File: src/rtl/irq_cascade_pkg.sv
package irq_cascade_pkg;

    localparam int NUM_CTL = 3;

    typedef enum logic [2:0] {
        REG_EN  = 3'd0,
        REG_RAW = 3'd1,
        REG_MSK = 3'd2,
        REG_POL = 3'd3,
        REG_TYP = 3'd4,
        REG_RTE = 3'd5
    } reg_sel_e;

endpackage

File: src/rtl/irq_src_cond.sv
module irq_src_cond #(
    parameter int SRC_W = 32
) (
    input  logic             clk,
    input  logic             rst_n,
    input  logic [SRC_W-1:0] src,
    input  logic [SRC_W-1:0] pol,
    input  logic [SRC_W-1:0] typ,
    input  logic [SRC_W-1:0] clr,
    output logic [SRC_W-1:0] raw
);

    for (genvar i = 0; i < SRC_W; i++) begin : g_bit
        logic cond;
        logic prev_q;
        logic hold_q;
        logic edge_hit;

        always_comb begin
            cond     = pol[i] ? src[i] : ~src[i];
            edge_hit = typ[i] & cond & ~prev_q;
            raw[i]   = typ[i] ? hold_q : cond;
        end

        always_ff @(posedge clk) begin
            if (!rst_n) begin
                prev_q <= 1'b0;
                hold_q <= 1'b0;
            end else begin
                prev_q <= cond;
                // a new edge wins over a clear in the same cycle
                hold_q <= (hold_q & ~clr[i]) | edge_hit;
            end
        end
    end

endmodule

File: src/rtl/irq_bank.sv
module irq_bank
    import irq_cascade_pkg::*;
#(
    parameter int               SRC_W     = 32,
    parameter logic [SRC_W-1:0] POL_RESET = '1
) (
    input  logic             clk,
    input  logic             rst_n,
    input  logic [SRC_W-1:0] src,
    input  logic             wr_en,
    input  logic [2:0]       reg_sel,
    input  logic [SRC_W-1:0] wdata,
    output logic [SRC_W-1:0] rdata,
    output logic [SRC_W-1:0] masked,
    output logic [SRC_W-1:0] route
);

    logic [SRC_W-1:0] en_q;
    logic [SRC_W-1:0] pol_q;
    logic [SRC_W-1:0] typ_q;
    logic [SRC_W-1:0] rte_q;
    logic [SRC_W-1:0] raw;
    logic [SRC_W-1:0] clr;

    assign clr = (wr_en && reg_sel == REG_RAW) ? wdata : '0;

    irq_src_cond #(.SRC_W(SRC_W)) u_cond (
        .clk   (clk),
        .rst_n (rst_n),
        .src   (src),
        .pol   (pol_q),
        .typ   (typ_q),
        .clr   (clr),
        .raw   (raw)
    );

    always_ff @(posedge clk) begin
        if (!rst_n) begin
            en_q  <= '0;
            pol_q <= POL_RESET;
            typ_q <= '0;
            rte_q <= '0;
        end else if (wr_en) begin
            case (reg_sel)
                REG_EN:  en_q  <= wdata;
                REG_POL: pol_q <= wdata;
                REG_TYP: typ_q <= wdata;
                REG_RTE: rte_q <= wdata;
                default: ;
            endcase
        end
    end

    always_comb begin
        masked = raw & en_q;
        route  = rte_q;
        case (reg_sel)
            REG_EN:  rdata = en_q;
            REG_RAW: rdata = raw;
            REG_MSK: rdata = masked;
            REG_POL: rdata = pol_q;
            REG_TYP: rdata = typ_q;
            REG_RTE: rdata = rte_q;
            default: rdata = '0;
        endcase
    end

endmodule

File: src/rtl/irq_cascade_top.sv
module irq_cascade_top
    import irq_cascade_pkg::*;
#(
    parameter int  SRC_W     = 32,
    parameter int  BANK_LSB  = 14,
    localparam int TOTAL     = NUM_CTL * SRC_W,
    localparam int ADDR_W    = BANK_LSB + 2
) (
    input  logic              clk,
    input  logic              rst_n,
    input  logic [TOTAL-1:2]  src_i,
    input  logic [ADDR_W-1:0] bus_addr,
    input  logic [SRC_W-1:0]  bus_wdata,
    input  logic              bus_we,
    output logic [SRC_W-1:0]  bus_rdata,
    output logic              irq_o,
    output logic              fiq_o
);

    logic [1:0]                        bank_sel;
    logic [2:0]                        reg_sel;
    logic                              hit;
    logic [NUM_CTL-1:0][SRC_W-1:0]     bank_src;
    logic [NUM_CTL-1:0][SRC_W-1:0]     bank_rd;
    logic [NUM_CTL-1:0][SRC_W-1:0]     masked_w;
    logic [NUM_CTL-1:0][SRC_W-1:0]     route_w;
    logic [NUM_CTL-1:1]                casc_req;

    assign bank_sel = bus_addr[ADDR_W-1:BANK_LSB];
    assign reg_sel  = bus_addr[4:2];
    assign hit      = (bus_addr[BANK_LSB-1:5] == '0) && (bus_addr[1:0] == 2'b00)
                   && (reg_sel <= 3'(REG_RTE)) && (bank_sel < 2'(NUM_CTL));

    for (genvar c = 0; c < NUM_CTL; c++) begin : g_bank
        if (c == 0) begin : g_main
            assign bank_src[c] = {src_i[SRC_W-1:2], casc_req[2], casc_req[1]};
        end else begin : g_sub
            assign bank_src[c] = src_i[c*SRC_W +: SRC_W];
            assign casc_req[c] = |(masked_w[c] & ~route_w[c]);
        end

        irq_bank #(.SRC_W(SRC_W)) u_bank (
            .clk     (clk),
            .rst_n   (rst_n),
            .src     (bank_src[c]),
            .wr_en   (bus_we && hit && bank_sel == 2'(c)),
            .reg_sel (reg_sel),
            .wdata   (bus_wdata),
            .rdata   (bank_rd[c]),
            .masked  (masked_w[c]),
            .route   (route_w[c])
        );
    end

    always_comb begin
        bus_rdata = '0;
        fiq_o     = 1'b0;
        for (int c = 0; c < NUM_CTL; c++) begin
            if (hit && bank_sel == 2'(c)) bus_rdata = bank_rd[c];
            fiq_o = fiq_o | (|(masked_w[c] & route_w[c]));
        end
        irq_o = |(masked_w[0] & ~route_w[0]);
    end

endmodule

File: config.mk
export PLATFORM = sky130hd
export DESIGN_NAME = irq_cascade_top
export DESIGN_NICKNAME = d
export VERILOG_FILES = /design/src/rtl/irq_cascade_pkg.sv /design/src/rtl/irq_src_cond.sv /design/src/rtl/irq_bank.sv /design/src/rtl/irq_cascade_top.sv
export SDC_FILE = /design/constraint.sdc
export NUM_CORES = 2
export LEC_CHECK = 0
export BUFFER_PORTS_ARGS = -buffer_cell sky130_fd_sc_hd__buf_2
export CAP_MARGIN = 20
export CORE_AREA = 2 2 244 246
export CTS_CLUSTER_DIAMETER = 40
export CTS_CLUSTER_SIZE = 16
export DETAILED_ROUTE_END_ITERATION = 12
export DIE_AREA = 0 0 246 248
export PLACE_DENSITY = 0.66
export REMOVE_ABC_BUFFERS = 1
export SYNTH_ARGS = -nofsm -noshare
export SYNTH_HDL_FRONTEND = slang
export SYNTH_SLANG_ARGS = --single-unit
File: constraint.sdc
create_clock -name clk -period 4.2 [get_ports clk]
set_clock_uncertainty 0.15 [all_clocks]
set_input_delay 0.63 -clock clk [delete_from_list [all_inputs] [get_ports clk]]
set_output_delay 0.63 -clock clk [all_outputs]
set_load 0.01 [all_outputs]
==> results by group <==
Synth
  – Share of the synthesized area in the top cell type: 0.3974
  – Ys flop type: dfxtp_1
  – Synth async-reset ratio: 0
  – Count of different cell masters after synthesis: between 70 and 80
  – Avg Inst Size Synth: 7.590 um2
  – Syn. warnings: 0
  – Cell Area, Synth: 29020 um2
  – Yosys reg bits: ~580
  – Post-Syn Instances: 3823
  – Most instantiated library cell after synthesis: nand2_1
  – Commonest cells post-synth: nand2_1, dfxtp_1, a21oi_1, clkbuf_1, nor2_1
  – Ranking of synthesized cells by area: dfxtp_1, nand2_1, a21oi_1
  – Seq/Total Area, Yosys: 0.3974
  – Post-synth EDFFs: 0
  – Leading area contributor after synthesis: dfxtp_1

Global routing
  – Total grt overflow: 0
  – Initial antenna violation count: 4
  – Pin count of the biggest net entering global routing: 149
  – First-pass GRT wire length: 189800 um
  – Total track usage: 0.4199
  – Number of global-route vias before repair: 28210

Setup path
  – Critical path arrival: 3.41 ns
  – Reg2reg end: g_bank[0].u_bank.u_cond.g_bit[0].hold_q$_SDFF_PN0_
  – CP startpoint kind: flop
  – Reg2reg setup slack: 1.57 ns
  – Setup crit end: fiq_o
  – CP startpoint: g_bank[1].u_bank.pol_q[16]$_SDFFE_PN1P_
  – Setup Crit Path Kind: reg -> out
  – Max FO, Critical Path: 3
  – Worst Path Required: approximately 3.4 ns
  – CP endpoint kind: primary output
  – R2r startpoint: g_bank[1].u_bank.pol_q[16]$_SDFFE_PN1P_
  – R2r worst-path depth: 9

Cells and area
  – Layout cells sized above 1: 0.1508
  – Layout area overhead: 20.88%
  – Layout fillers: 5321
  – Fin util: 0.6000
  – Final net count: between 4000 and 5000

Floorplan
  – Initial Util: 0.4964
  – Core area: 58460 um2
  – Die area: 61010 um2
  – Chip Height: around 250 um
  – Row count: 89
  – Io pins: 179
  – Die width: around 250 um

Power
  – Net Switching: 3.791 mW
  – Seq pwr share: 0.366
  – Clock power share: 0.572
  – Switching Fraction: 0.2510
  – VDD IR-drop max: 0.3564 mV
  – Leak: about 13 nW
  – Comb pwr share: 0.062
  – Power per cell area: 430.6 nW/um2
  – Internal power: between 10 and 15 mW

Route
  – Via count: 31910
  – Vias/cell: about 6.6
  – Wire length per cell: 27.18 um
  – Antenna-violating nets left: 0
  – Routed wl met3: 18580 um
  – WL met2: 54400 um
  – Drt first-iter violations: 4748
  – Drc violations: 0
  – Met1 WL: 49690 um
  – Top Metal Used: met5
  – First-pass iteration count of the detailed router: 6
  – Drt total wl: 131600 um

Clock tree
  – CTS Root Cell: clkbuf_16
  – Htree depth: 3
  – Max Buffers Root-to-Sink: 3
  – CTS tree: done
  – Worst-Skew Late Latency: around 0.67 ns
  – Cts bufs inserted: 102
  – Clk sinks: 576
  – Clock-pin slew on the worst setup and hold paths: 0.06 ns

STA
  – Hold slack: roughly 0.15 ns
  – Fmax achieved: ~0.24 GHz
  – Hold violation total from the final report: 0
  – Final Cycle Share: 0.9983
  – Fin crit period: 4.193 ns
  – Slew HR: 0.3052
  – Worst Max-Slew Pin Slew: between 1 and 1.5 ns
  – Fin. max-slew vios: 0
  – Final setup fails: 0

Placed design
  – Port bufs: 178
  – Post-DP HPWL: 91360 um
  – RePlAce Congestion: around 1.0

Status
  – Status: finished clean

Flow run
  – Max-cap violations: 0

Hold path
  – Worst min path class: in -> reg
-- cells in the final DEF (no fill, tap or decap), types with 55 or more instances in the layout --
master,count
nand2_1,998
dfxtp_1,573
a21oi_1,467
buf_2,177
nor2_1,172
buf_4,168
nand3_1,152
nand4_1,108
clkbuf_16,103
a22oi_1,97
nor2b_1,91
a32o_1,86
xor2_1,56
o21ai_0,55
-- cell type report --
type                            count  area [um2]  area share
Multi-Input combinational cell   2904       16300      0.4647
Sequential cell                   576       11530      0.3289
Clock buffer                      122        2709     0.07723
Timing Repair Buffer              369        2601     0.07416
Tap cell                          773       967.2     0.02757
Clock inverter                     68       849.6     0.02422
Inverter                           27       108.9    0.003103
Antenna cell                        2       5.005   0.0001427
-- repair_timing --
action	4_1_cts	5_1_grt
hold buffers	0	0
hold endpoints to repair	0	0
buffers inserted	0	1
endpoints found under the setup margin	4	4
pin swaps	0	14
resized for setup	6	22
-- kinds of logic after synthesis --
kind of cell | count (synthesis) | share of synthesized area
AO/OA/AOI/OAI | 925 | 0.2072
XOR/XNOR | 95 | 0.02893
buffers and inverters | 343 | 0.04868
flip-flops | 576 | 0.3974
multiplexers | 48 | 0.01703
AND/OR/NAND/NOR | 1836 | 0.3008
-- layer usage --
layer	vias to the layer above	GRT usage
met5	-	0
met4	4	0.2585
met3	459	0.1146
met2	2391	0.6044
met1	15050	0.5566
li1	14000	-
-- power by group through the flow --
| stage | combinational (mW) | sequential (mW) | clock, mW |
|---|---|---|---|
| floorplan | 0.328 | 5.64 | 0 |
| global placement | 0.882 | 5.64 | 0 |
| detailed placement | 0.882 | 5.65 | 0 |
| CTS | 0.886 | 5.53 | 8.65 |
| global route | 0.953 | 5.53 | 8.91 |
| finish | 0.931 | 5.53 | 8.64 |
-- worst min-delay path by stage --
stage / start / to / slack (ns) / depth (start not counted)
after global routing: src_i[44] / g_bank[1].u_bank.u_cond.g_bit[12].prev_q$_SDFF_PN0_ / 0.17 / 3
after global placement: g_bank[0].u_bank.u_cond.g_bit[1].prev_q$_SDFF_PN0_ / g_bank[0].u_bank.u_cond.g_bit[1].hold_q$_SDFF_PN0_ / 0.26 / 1
final: src_i[44] / g_bank[1].u_bank.u_cond.g_bit[12].prev_q$_SDFF_PN0_ / 0.15 / 3
after CTS: src_i[44] / g_bank[1].u_bank.u_cond.g_bit[12].prev_q$_SDFF_PN0_ / 0.14 / 3
after detailed placement: g_bank[0].u_bank.u_cond.g_bit[1].prev_q$_SDFF_PN0_ / g_bank[0].u_bank.u_cond.g_bit[1].hold_q$_SDFF_PN0_ / 0.27 / 1
after floorplan: g_bank[0].u_bank.u_cond.g_bit[1].prev_q$_SDFF_PN0_ / g_bank[0].u_bank.u_cond.g_bit[1].hold_q$_SDFF_PN0_ / 0.25 / 1
-- worst max-delay path, cell delays in order, from the launching register on --
cell,delay (ns)
dfxtp_1,0.34
xor2_1,0.19
nor4b_1,0.74
nor4_1,0.17
buf_4,0.19
nand4_1,0.15
nor4_2,0.07
buf_4,0.14
mux2_2,0.30
o221ai_1,0.18
buf_4,0.16
buf_2,0.12
-- registers in the layout, summed over array words and instances, names as in the netlist --
| name | count |
|---|---|
| g_bank.u_bank.en_q | 96 |
| g_bank.u_bank.pol_q | 96 |
| g_bank.u_bank.route | 96 |
| g_bank.u_bank.typ_q | 96 |
| g_bank.u_bank.u_cond.g_bit.hold_q | 96 |
| g_bank.u_bank.u_cond.g_bit.prev_q | 96 |
-- through the flow --
step / TNS, ns / power, mW / setup slack (ns) / cell area [um2] / instances
after global routing: -0.01584 / 15.40 / -0.01205 / 35070 / 4839
final: 0 / 15.10 / 0.007323 / 35080 / 4841
after CTS: 0 / 15.07 / 0.002768 / 34920 / 4837
after global placement: 0 / 6.527 / 0.2003 / 31310 / 4646
after floorplan: -1056.63 / 5.970 / -3.403 / 27710 / 3507
after detailed placement: 0 / 6.527 / 0.2245 / 31330 / 4647
(Power assumes the default switching activity.)
